--- config.mk ---
export PLATFORM = sky130hd
export DESIGN_NAME = mmu_ctx_sel
export DESIGN_NICKNAME = d
export VERILOG_FILES = /design/src/rtl/ctx_sel_pkg.sv /design/src/rtl/ctx_word_dec.sv /design/src/rtl/ctx_rule.sv /design/src/rtl/ctx_out_reg.sv /design/src/rtl/mmu_ctx_sel.sv
export SDC_FILE = /design/constraint.sdc
export NUM_CORES = 1
export LEC_CHECK = 0
export BUFFER_PORTS_ARGS = -buffer_cell sky130_fd_sc_hd__clkbuf_2
export CORE_AREA = 3 3 95 97
export CTS_BUF_LIST = sky130_fd_sc_hd__clkbuf_4
export DETAILED_ROUTE_END_ITERATION = 10
export DIE_AREA = 0 0 98 100
export GPL_TIMING_DRIVEN = 0
export PLACE_DENSITY = 0.71
export RECOVER_POWER = 50
export SYNTH_ARGS = -nofsm -noshare
export SYNTH_HDL_FRONTEND = slang
export SYNTH_SLANG_ARGS = --single-unit
export TNS_END_PERCENT = 30
--- constraint.sdc ---
create_clock -name clk -period 7.31 [get_ports clk]
set_clock_uncertainty 0.15 [all_clocks]
set_input_delay 1.8275 -clock clk [delete_from_list [all_inputs] [get_ports clk]]
set_output_delay 1.8275 -clock clk [all_outputs]
set_load 0.1 [all_outputs]
--- src/rtl/ctx_sel_pkg.sv ---
package ctx_sel_pkg;
  localparam int HP_BIT   = 0;
  localparam int RED_BIT  = 1;
  localparam int IEN_BIT  = 4;
  localparam int DEN_BIT  = 5;
  localparam int PID_LSB  = 8;
  localparam int TL_LSB   = 16;
  localparam int TL_W     = 3;
  localparam int PCTX_LSB = 32;

  typedef enum logic [1:0] {
    KIND_PRIMARY   = 2'd0,
    KIND_SECONDARY = 2'd1,
    KIND_NUCLEUS   = 2'd2,
    KIND_NONE      = 2'd3
  } ctx_kind_e;

  typedef struct packed {
    logic      bypass;
    logic      real_xl;
    ctx_kind_e kind;
  } ctx_dec_t;
endpackage

--- src/rtl/ctx_word_dec.sv ---
module ctx_word_dec
  import ctx_sel_pkg::*;
#(
  parameter int CTL_W = 64,
  parameter int CTX_W = 16,
  parameter int PID_W = 8
) (
  input  logic [CTL_W-1:0] ctl_i,
  output logic             hp_o,
  output logic             red_o,
  output logic             ien_o,
  output logic             den_o,
  output logic [TL_W-1:0]  tl_o,
  output logic [CTX_W-1:0] pctx_o,
  output logic [PID_W-1:0] pid_o
);
  logic ctl_unused;

  assign hp_o   = ctl_i[HP_BIT];
  assign red_o  = ctl_i[RED_BIT];
  assign ien_o  = ctl_i[IEN_BIT];
  assign den_o  = ctl_i[DEN_BIT];
  assign tl_o   = ctl_i[TL_LSB +: TL_W];
  assign pctx_o = ctl_i[PCTX_LSB +: CTX_W];
  assign pid_o  = ctl_i[PID_LSB +: PID_W];

  assign ctl_unused = ^ctl_i;
endmodule

--- src/rtl/ctx_rule.sv ---
module ctx_rule
  import ctx_sel_pkg::*;
(
  input  logic            ifetch_i,
  input  logic            hp_i,
  input  logic            red_i,
  input  logic            ien_i,
  input  logic            den_i,
  input  logic [TL_W-1:0] tl_i,
  input  logic            asi_nuc_i,
  input  logic            asi_sec_i,
  input  logic            asi_real_i,
  output ctx_dec_t        dec_o
);
  logic tl_nz;

  assign tl_nz = |tl_i;

  always_comb begin
    dec_o.bypass  = 1'b0;
    dec_o.real_xl = 1'b0;
    dec_o.kind    = KIND_PRIMARY;
    if (hp_i || red_i) begin
      dec_o.bypass = 1'b1;
      dec_o.kind   = KIND_NONE;
    end else if (ifetch_i) begin
      if (!ien_i) begin
        dec_o.real_xl = 1'b1;
        dec_o.kind    = KIND_NONE;
      end else if (tl_nz) begin
        dec_o.kind = KIND_NUCLEUS;
      end
    end else begin
      if (!den_i || asi_real_i) begin
        dec_o.real_xl = 1'b1;
        dec_o.kind    = KIND_NONE;
      end else if (tl_nz || asi_nuc_i) begin
        dec_o.kind = KIND_NUCLEUS;
      end else if (asi_sec_i) begin
        dec_o.kind = KIND_SECONDARY;
      end
    end
  end
endmodule

--- src/rtl/ctx_out_reg.sv ---
module ctx_out_reg #(
  parameter int W = 8
) (
  input  logic         clk,
  input  logic         rst_n,
  input  logic         in_valid,
  output logic         in_ready,
  input  logic [W-1:0] in_data,
  output logic         out_valid,
  input  logic         out_ready,
  output logic [W-1:0] out_data
);
  logic         vld_q, vld_d;
  logic [W-1:0] dat_q;
  logic         load_en;

  assign in_ready = !vld_q || out_ready;
  assign load_en  = in_valid && in_ready;

  always_comb begin
    vld_d = vld_q;
    if (load_en)        vld_d = 1'b1;
    else if (out_ready) vld_d = 1'b0;
  end

  always_ff @(posedge clk or negedge rst_n) begin
    if (!rst_n) vld_q <= 1'b0;
    else        vld_q <= vld_d;
  end

  always_ff @(posedge clk) begin
    if (load_en) dat_q <= in_data;
  end

  assign out_valid = vld_q;
  assign out_data  = dat_q;
endmodule

--- src/rtl/mmu_ctx_sel.sv ---
module mmu_ctx_sel
  import ctx_sel_pkg::*;
#(
  parameter int CTL_W = 64,
  parameter int CTX_W = 16,
  parameter int PID_W = 8,
  parameter int VA_W  = 64,
  parameter int PA_W  = 40
) (
  input  logic             clk,
  input  logic             rst_n,
  input  logic             req_valid,
  output logic             req_ready,
  input  logic             req_ifetch,
  input  logic [CTL_W-1:0] req_ctl,
  input  logic [CTX_W-1:0] req_sec_ctx,
  input  logic             req_asi_nucleus,
  input  logic             req_asi_secondary,
  input  logic             req_asi_real,
  input  logic [VA_W-1:0]  req_vaddr,
  output logic             rsp_valid,
  input  logic             rsp_ready,
  output logic             rsp_bypass,
  output logic             rsp_real,
  output logic [1:0]       rsp_kind,
  output logic [CTX_W-1:0] rsp_ctx,
  output logic [PID_W-1:0] rsp_pid,
  output logic [VA_W-1:0]  rsp_paddr
);
  localparam logic [VA_W-1:0] PA_MASK = {{(VA_W-PA_W){1'b0}}, {PA_W{1'b1}}};
  localparam int PAY_W = $bits(ctx_dec_t) + CTX_W + PID_W + VA_W;

  logic             hp, red, ien, den;
  logic [TL_W-1:0]  tl;
  logic [CTX_W-1:0] pctx, ctx_sel;
  logic [PID_W-1:0] pid;
  ctx_dec_t         dec, dec_q;
  logic [PAY_W-1:0] pay_d, pay_q;

  ctx_word_dec #(.CTL_W(CTL_W), .CTX_W(CTX_W), .PID_W(PID_W)) u_dec (
    .ctl_i (req_ctl),
    .hp_o  (hp),
    .red_o (red),
    .ien_o (ien),
    .den_o (den),
    .tl_o  (tl),
    .pctx_o(pctx),
    .pid_o (pid)
  );

  ctx_rule u_rule (
    .ifetch_i  (req_ifetch),
    .hp_i      (hp),
    .red_i     (red),
    .ien_i     (ien),
    .den_i     (den),
    .tl_i      (tl),
    .asi_nuc_i (req_asi_nucleus),
    .asi_sec_i (req_asi_secondary),
    .asi_real_i(req_asi_real),
    .dec_o     (dec)
  );

  always_comb begin
    case (dec.kind)
      KIND_PRIMARY:   ctx_sel = pctx;
      KIND_SECONDARY: ctx_sel = req_sec_ctx;
      default:        ctx_sel = '0;
    endcase
  end

  assign pay_d = {dec, ctx_sel, pid, req_vaddr & PA_MASK};

  ctx_out_reg #(.W(PAY_W)) u_oreg (
    .clk      (clk),
    .rst_n    (rst_n),
    .in_valid (req_valid),
    .in_ready (req_ready),
    .in_data  (pay_d),
    .out_valid(rsp_valid),
    .out_ready(rsp_ready),
    .out_data (pay_q)
  );

  assign {dec_q, rsp_ctx, rsp_pid, rsp_paddr} = pay_q;
  assign rsp_bypass = dec_q.bypass;
  assign rsp_real   = dec_q.real_xl;
  assign rsp_kind   = dec_q.kind;
endmodule

==> flow_summary.json, run 1 <==
{
  "synth.top_cell.area_share": 0.767,
  "yosysWarnings": 0,
  "initial_utilization": 0.324,
  "io_buffers": 164,
  "grt_max_degree": 69,
  "synth_edf_count": 68,
  "seq_area_frac_synth": 0.776,
  "cts_htree_levels": 3,
  "fmax_mhz": 183,
  "ioPinCount": 246,
  "min_period_ps": 5460,
  "max-vdd-ir-drop_v": 0.0000944,
  "drive_above_1_share": 0.621,
  "ctsHoldBuffers": 0,
  "cts_sinks": 69,
  "grt_usage": 0.127,
  "clock_latency_ps": 390,
  "max_slew_margin": -1.93,
  "die-area_mm2": 0.00980,
  "p_leak_nw": 1.75,
  "cp-start-kind": "input port",
  "nFillCells": 778,
  "coreArea_mm2": 0.00822,
  "firstDrtPassIters": 4,
  "tightest_slew_ps": 4390,
  "syn_to_final_growth_pct": 45.4,
  "violations": "capacitance limit, slew limit",
  "grt_first_pass_wirelength_mm": 9.37,
  "synth-seq-cells": 69,
  "cp-end-kind": "register",
  "drc_errors": 0,
  "grt_overflow": 0,
  "grt_pass1_vias": 1865,
  "power.density_mw_per_mm2": 271,
  "worstSetupPathType": "input port to register",
  "route.vias.total": 1871,
  "synthFlopType": "edfxtp_1",
  "synth.most_common_cell": "edfxtp_1",
  "gp_congestion": 0.663,
  "die_w_um": 98,
  "cts_buffer_depth": 2,
  "nets": 495,
  "crit_arrival_ps": 5200,
  "die_h_um": 100,
  "std_cell_rows": 33,
  "cts_root_buffer": "clkbuf_4",
  "viasPerCell": 4.13,
  "drv_cap": 1,
  "hold_viol": 0,
  "antenna_cells": 0,
  "routed_wl_mm": 6.26,
  "clk_pin_slew_ps": 120,
  "post_drt_wl_per_cell_um": 13.8,
  "synth.area.top_cells": "edfxtp_1 77%, buf_4 6.8%, mux2i_1 6.0%, nor3_2 3.4%, nor3_1 1.5%",
  "cts_tree": "done",
  "fin_crit_sh": 0.747,
  "synthTopCellsByCount": "68 x edfxtp_1, 24 x buf_4, 16 x mux2i_1",
  "syn_inst": 145,
  "status": "finished with violations",
  "setup_violations": 0,
  "synthArstFlopShare": 0.0145,
  "antenna_found_initial": 0,
  "cts_resized": 0,
  "yosysUniqueCellTypes": 19,
  "drt-initial-drc-count": 55,
  "finalSetupTns_ps": 0,
  "syn_avg_cell_area_um2": 18.4,
  "p_total_mw": 1.05,
  "drv_slew": 69,
  "path_max_fanout": 68,
  "cts_setup_buffers": 0,
  "cp.required_ps": 7060,
  "hold_class": "register to register",
  "rsz0062_at_grt": "no",
  "cts_buffers": 9,
  "ant_nets": 0,
  "dp_hpwl_mm": 4.79,
  "syn_area_mm2": 0.00266,
  "yosys.area.top_type": "edfxtp_1"
}
## cell usage in the layout, fill, tap and decap left out
cell,netlist,final
a21o_1,2,2
inv_1,1,1
and3b_1,1,1
mux2i_1,16,16
clkbuf_4,0,10
nor3_2,9,9
clkinv_1,0,1
and2_0,0,1
buf_4,24,24
clkbuf_1,0,3
buf_2,3,3
nand2_1,1,1
o21ai_1,1,1
bufinv_16,0,3
clkbuf_2,0,163
conb_1,1,24
nand2b_1,2,2
clkinv_4,0,2
or2_2,2,2
dfrtp_1,1,1
edfxtp_1,68,68
or3b_1,1,1
nor3b_1,1,1
nor3_1,8,8
## final cells by class
| cell class | count | area [um^2] | share of cell area |
|---|---|---|---|
| Sequential cell | 69 | 2070 | 0.534 |
| Timing Repair Buffer | 164 | 820 | 0.212 |
| Multi-Input combinational cell | 69 | 460 | 0.119 |
| Buffer | 29 | 203 | 0.0524 |
| Tap cell | 105 | 131 | 0.0339 |
| Clock inverter | 6 | 111 | 0.0288 |
| Clock buffer | 10 | 75.1 | 0.0194 |
| Inverter | 1 | 3.75 | 0.000970 |
## state kept, by name, summed over array words and instances, names as in the netlist
name,flops
u_oreg.out_valid,1
u_oreg.out_data,68
## worst max-delay path, stage by stage
cell and delay [ps]:
clkbuf_2 70, nand2b_1 120, and2_0 3120
## worst paths after layout
| check | from | to | slack (ps) | depth (start not counted) |
|---|---|---|---|---|
| setup / recovery | rsp_ready | u_oreg.out_data[80] | 1850 | 3 |
| hold / removal | u_oreg.out_valid | u_oreg.out_valid | 400 | 2 |
| setup reg to reg | u_oreg.out_valid | u_oreg.out_data[80] | 2980 | 2 |
| hold reg to reg | u_oreg.out_valid | u_oreg.out_valid | 400 | 2 |
| max in group asynchronous | rst_n | u_oreg.out_valid | 5900 | 1 |
| min in group asynchronous | rst_n | u_oreg.out_valid | 1030 | 1 |
## where the power goes
part	total, mW	switching [mW]	internal, mW
registers	0.465	0.00487	0.461
clock network	0.313	0.136	0.177
logic	0.272	0.228	0.0436
total	1.05	0.369	0.681
## metrics by stage
stage          instance area (um^2)  setup slack, ps  instances   util  hold WS (ps)
2_1_floorplan                  2750             2380        168      -          1380
3_3_place_gp                   3700             2490        437  0.450           356
3_5_place_dp                   3700             2830        437  0.451           390
4_1_cts                        3890             2830        453  0.473           417
5_1_grt                        3870             1410        453  0.471           475
6_report                       3870             1850        453  0.471           404
## metal layers
layer  GRT usage  share of wire
met3      0.0403           0.11
met5           0              0
met4      0.0703          0.014
met2       0.196           0.46
met1       0.159           0.42
## cell families after synthesis
family / synth area share
compound gates: 0.00752
mux: 0.0601
buf+inv: 0.0832
flops: 0.776
simple gates: 0.0714
other cells: 0.00141
No activity file was read; power rests on OpenSTA's default activity.
==> run 2: changes to the inputs <==
CORE_AREA = 3 3 96 98   (was 3 3 95 97)
DIE_AREA = 0 0 99 101   (was 0 0 98 100)
PLACE_DENSITY = 0.72   (was 0.71)
clock period = 5 ns   (was 7.31 ns; I/O delays follow)
==> run 2 against run 1 <==
Effect of this change:
- the flow still finishes with violations (capacitance limit, slew limit)
- utilization down 2.5 points
- largest power group unchanged
- worst hold slack better by 8.4 ps
- largest cell class unchanged
- clock power up 11%
- non-clock buffer count unchanged
- critical path type unchanged
- setup slack worse by 720 ps
- register-to-register slack worse by 1300 ps
- highest routed layer unchanged
==> flow_summary.json, run 2 (same netlist as run 1, synthesis figures left out) <==
{
  "antenna_found_initial": 0,
  "cp_top_family": "simple AND/OR/NAND/NOR gates",
  "grt_usage": 0.126,
  "final_common_cell": "clkbuf_2",
  "p_total_mw": 1.42,
  "fin_hold_ws_ps": 412,
  "rsz0062_at_grt": "no",
  "cp-end-kind": "register",
  "cts_buffers": 9,
  "drv_slew": 69,
  "drt-initial-drc-count": 43,
  "clock_latency_ps": 400,
  "routed_wl_mm": 6.39,
  "grt_pass1_vias": 1869,
  "worstSetupPathDepth": 3,
  "gp_congestion": 0.727,
  "clkPwrFrac": 0.244,
  "max_slew_margin": -1.00,
  "layout_common_cells": "158 x clkbuf_2, 68 x edfxtp_1, 24 x buf_4, 24 x conb_1, 16 x mux2i_1",
  "nets": 495,
  "dp_slack_ps": 1670,
  "cts_setup_buffers": 0,
  "firstDrtPassIters": 4,
  "seqPwrFrac": 0.477,
  "utilization": 0.446,
  "cp_slowest_cell": "and2_1",
  "std_cell_rows": 34,
  "clk_pin_slew_ps": 110,
  "drv_cap": 1,
  "switchingPower_mw": 0.539,
  "antenna_cells": 0,
  "finalSetupTns_ps": 0,
  "crit_path_start": "rsp_ready",
  "min_period_ps": 3870,
  "setup_violations": 0,
  "fin_crit_sh": 0.775,
  "dp_hpwl_mm": 4.98,
  "nFillCells": 829,
  "max_stage_delay_ps": 2170,
  "fmax_mhz": 258,
  "coreArea_mm2": 0.00855,
  "r2r_cells": 2,
  "crit_chain": "clkbuf_2 > nand2b_1 > and2_1",
  "grt_overflow": 0,
  "switching_share": 0.379,
  "hold_class": "register to register",
  "route.vias.total": 1863,
  "worstSetupPathType": "input port to register",
  "post_drt_wl_per_cell_um": 14.0,
  "grt_max_degree": 69,
  "p_comb_frac": 0.279,
  "drive_above_1_share": 0.606,
  "cp-start-kind": "input port",
  "hold_viol": 0,
  "cts_sinks": 69,
  "path_max_fanout": 68,
  "initial_utilization": 0.311,
  "max-vdd-ir-drop_v": 0.0000985,
  "grt_first_pass_wirelength_mm": 9.43,
  "cts_htree_levels": 3,
  "cp.required_ps": 4810,
  "cts_buffer_depth": 2,
  "drc_errors": 0,
  "cts_tree": "done",
  "ctsHoldBuffers": 0,
  "tightest_slew_ps": 3000,
  "worstReg2RegStart": "u_oreg.out_valid",
  "syn_to_final_growth_pct": 43.3,
  "largest_reg_flops": 68,
  "crit_arrival_ps": 3680,
  "cts_root_buffer": "clkbuf_4",
  "violations": "capacitance limit, slew limit",
  "viasPerCell": 4.09,
  "power.internal_mw": 0.885,
  "regToRegSetupSlack_ps": 1670,
  "io_buffers": 164,
  "path_buf_inv": 1,
  "ant_nets": 0,
  "cts_resized": 0,
  "ioPinCount": 246,
  "min_path_cells": 2,
  "hold_start": "u_oreg.out_valid",
  "die_w_um": 99,
  "die_h_um": 101,
  "die-area_mm2": 0.0100,
  "p_leak_nw": 1.72,
  "power.density_mw_per_mm2": 373,
  "status": "finished with violations",
  "setup_ws_ps": 1130
}
## run 2: cell count changes in the layout (fill, tap and decap cells not counted)
cell / delta
clkbuf_1: +5
clkbuf_2: -5
clkinv_2: +3
bufinv_16: -2
and2_0: -1
and2_1: +1
clkbuf_4: -1
## run 2: worst min-delay path: stages, from the launching register on
cell,delay (ps)
dfrtp_1,370
nand2b_1,90
nand2b_1,80
## run 2: power by group through the flow
| stage | logic [mW] | registers, mW | clock network, mW |
|---|---|---|---|
| floorplan | 0.125 | 0.895 | 0 |
| global placement | 0.398 | 0.692 | 0 |
| detailed placement | 0.402 | 0.691 | 0 |
| CTS | 0.402 | 0.678 | 0.366 |
| global route | 0.411 | 0.682 | 0.392 |
| finish | 0.398 | 0.679 | 0.348 |
## run 2: worst paths after layout
check | end
worst max-delay path | u_oreg.out_data[75]
worst min-delay path | u_oreg.out_valid
worst max register to register | u_oreg.out_data[75]
worst min register to register | u_oreg.out_valid
max in group asynchronous | u_oreg.out_valid
min in group asynchronous | u_oreg.out_valid
## run 2: metal layers
layer,track usage,vias up,share of wire
met4,0.0662,0,0.022
met5,0,-,0
met2,0.212,124,0.51
met1,0.139,834,0.37
met3,0.0464,11,0.11
li1,-,894,-
## run 2: per-stage QoR
| step | std cells | cell area [um^2] |
|---|---|---|
| 2_1_floorplan | 168 | 2750 |
| 3_3_place_gp | 440 | 3700 |
| 3_5_place_dp | 440 | 3710 |
| 4_1_cts | 456 | 3840 |
| 5_1_grt | 456 | 3820 |
| 6_report | 456 | 3820 |
## run 2: area by class of cell
cell class	instances	area, um^2	area share
Timing Repair Buffer	164	813	0.213
Tap cell	108	135	0.0354
Clock inverter	7	66.3	0.0174
Buffer	29	203	0.0531
Clock buffer	9	67.6	0.0177
Inverter	1	3.75	0.000984
Sequential cell	69	2070	0.542
Multi-Input combinational cell	69	460	0.121
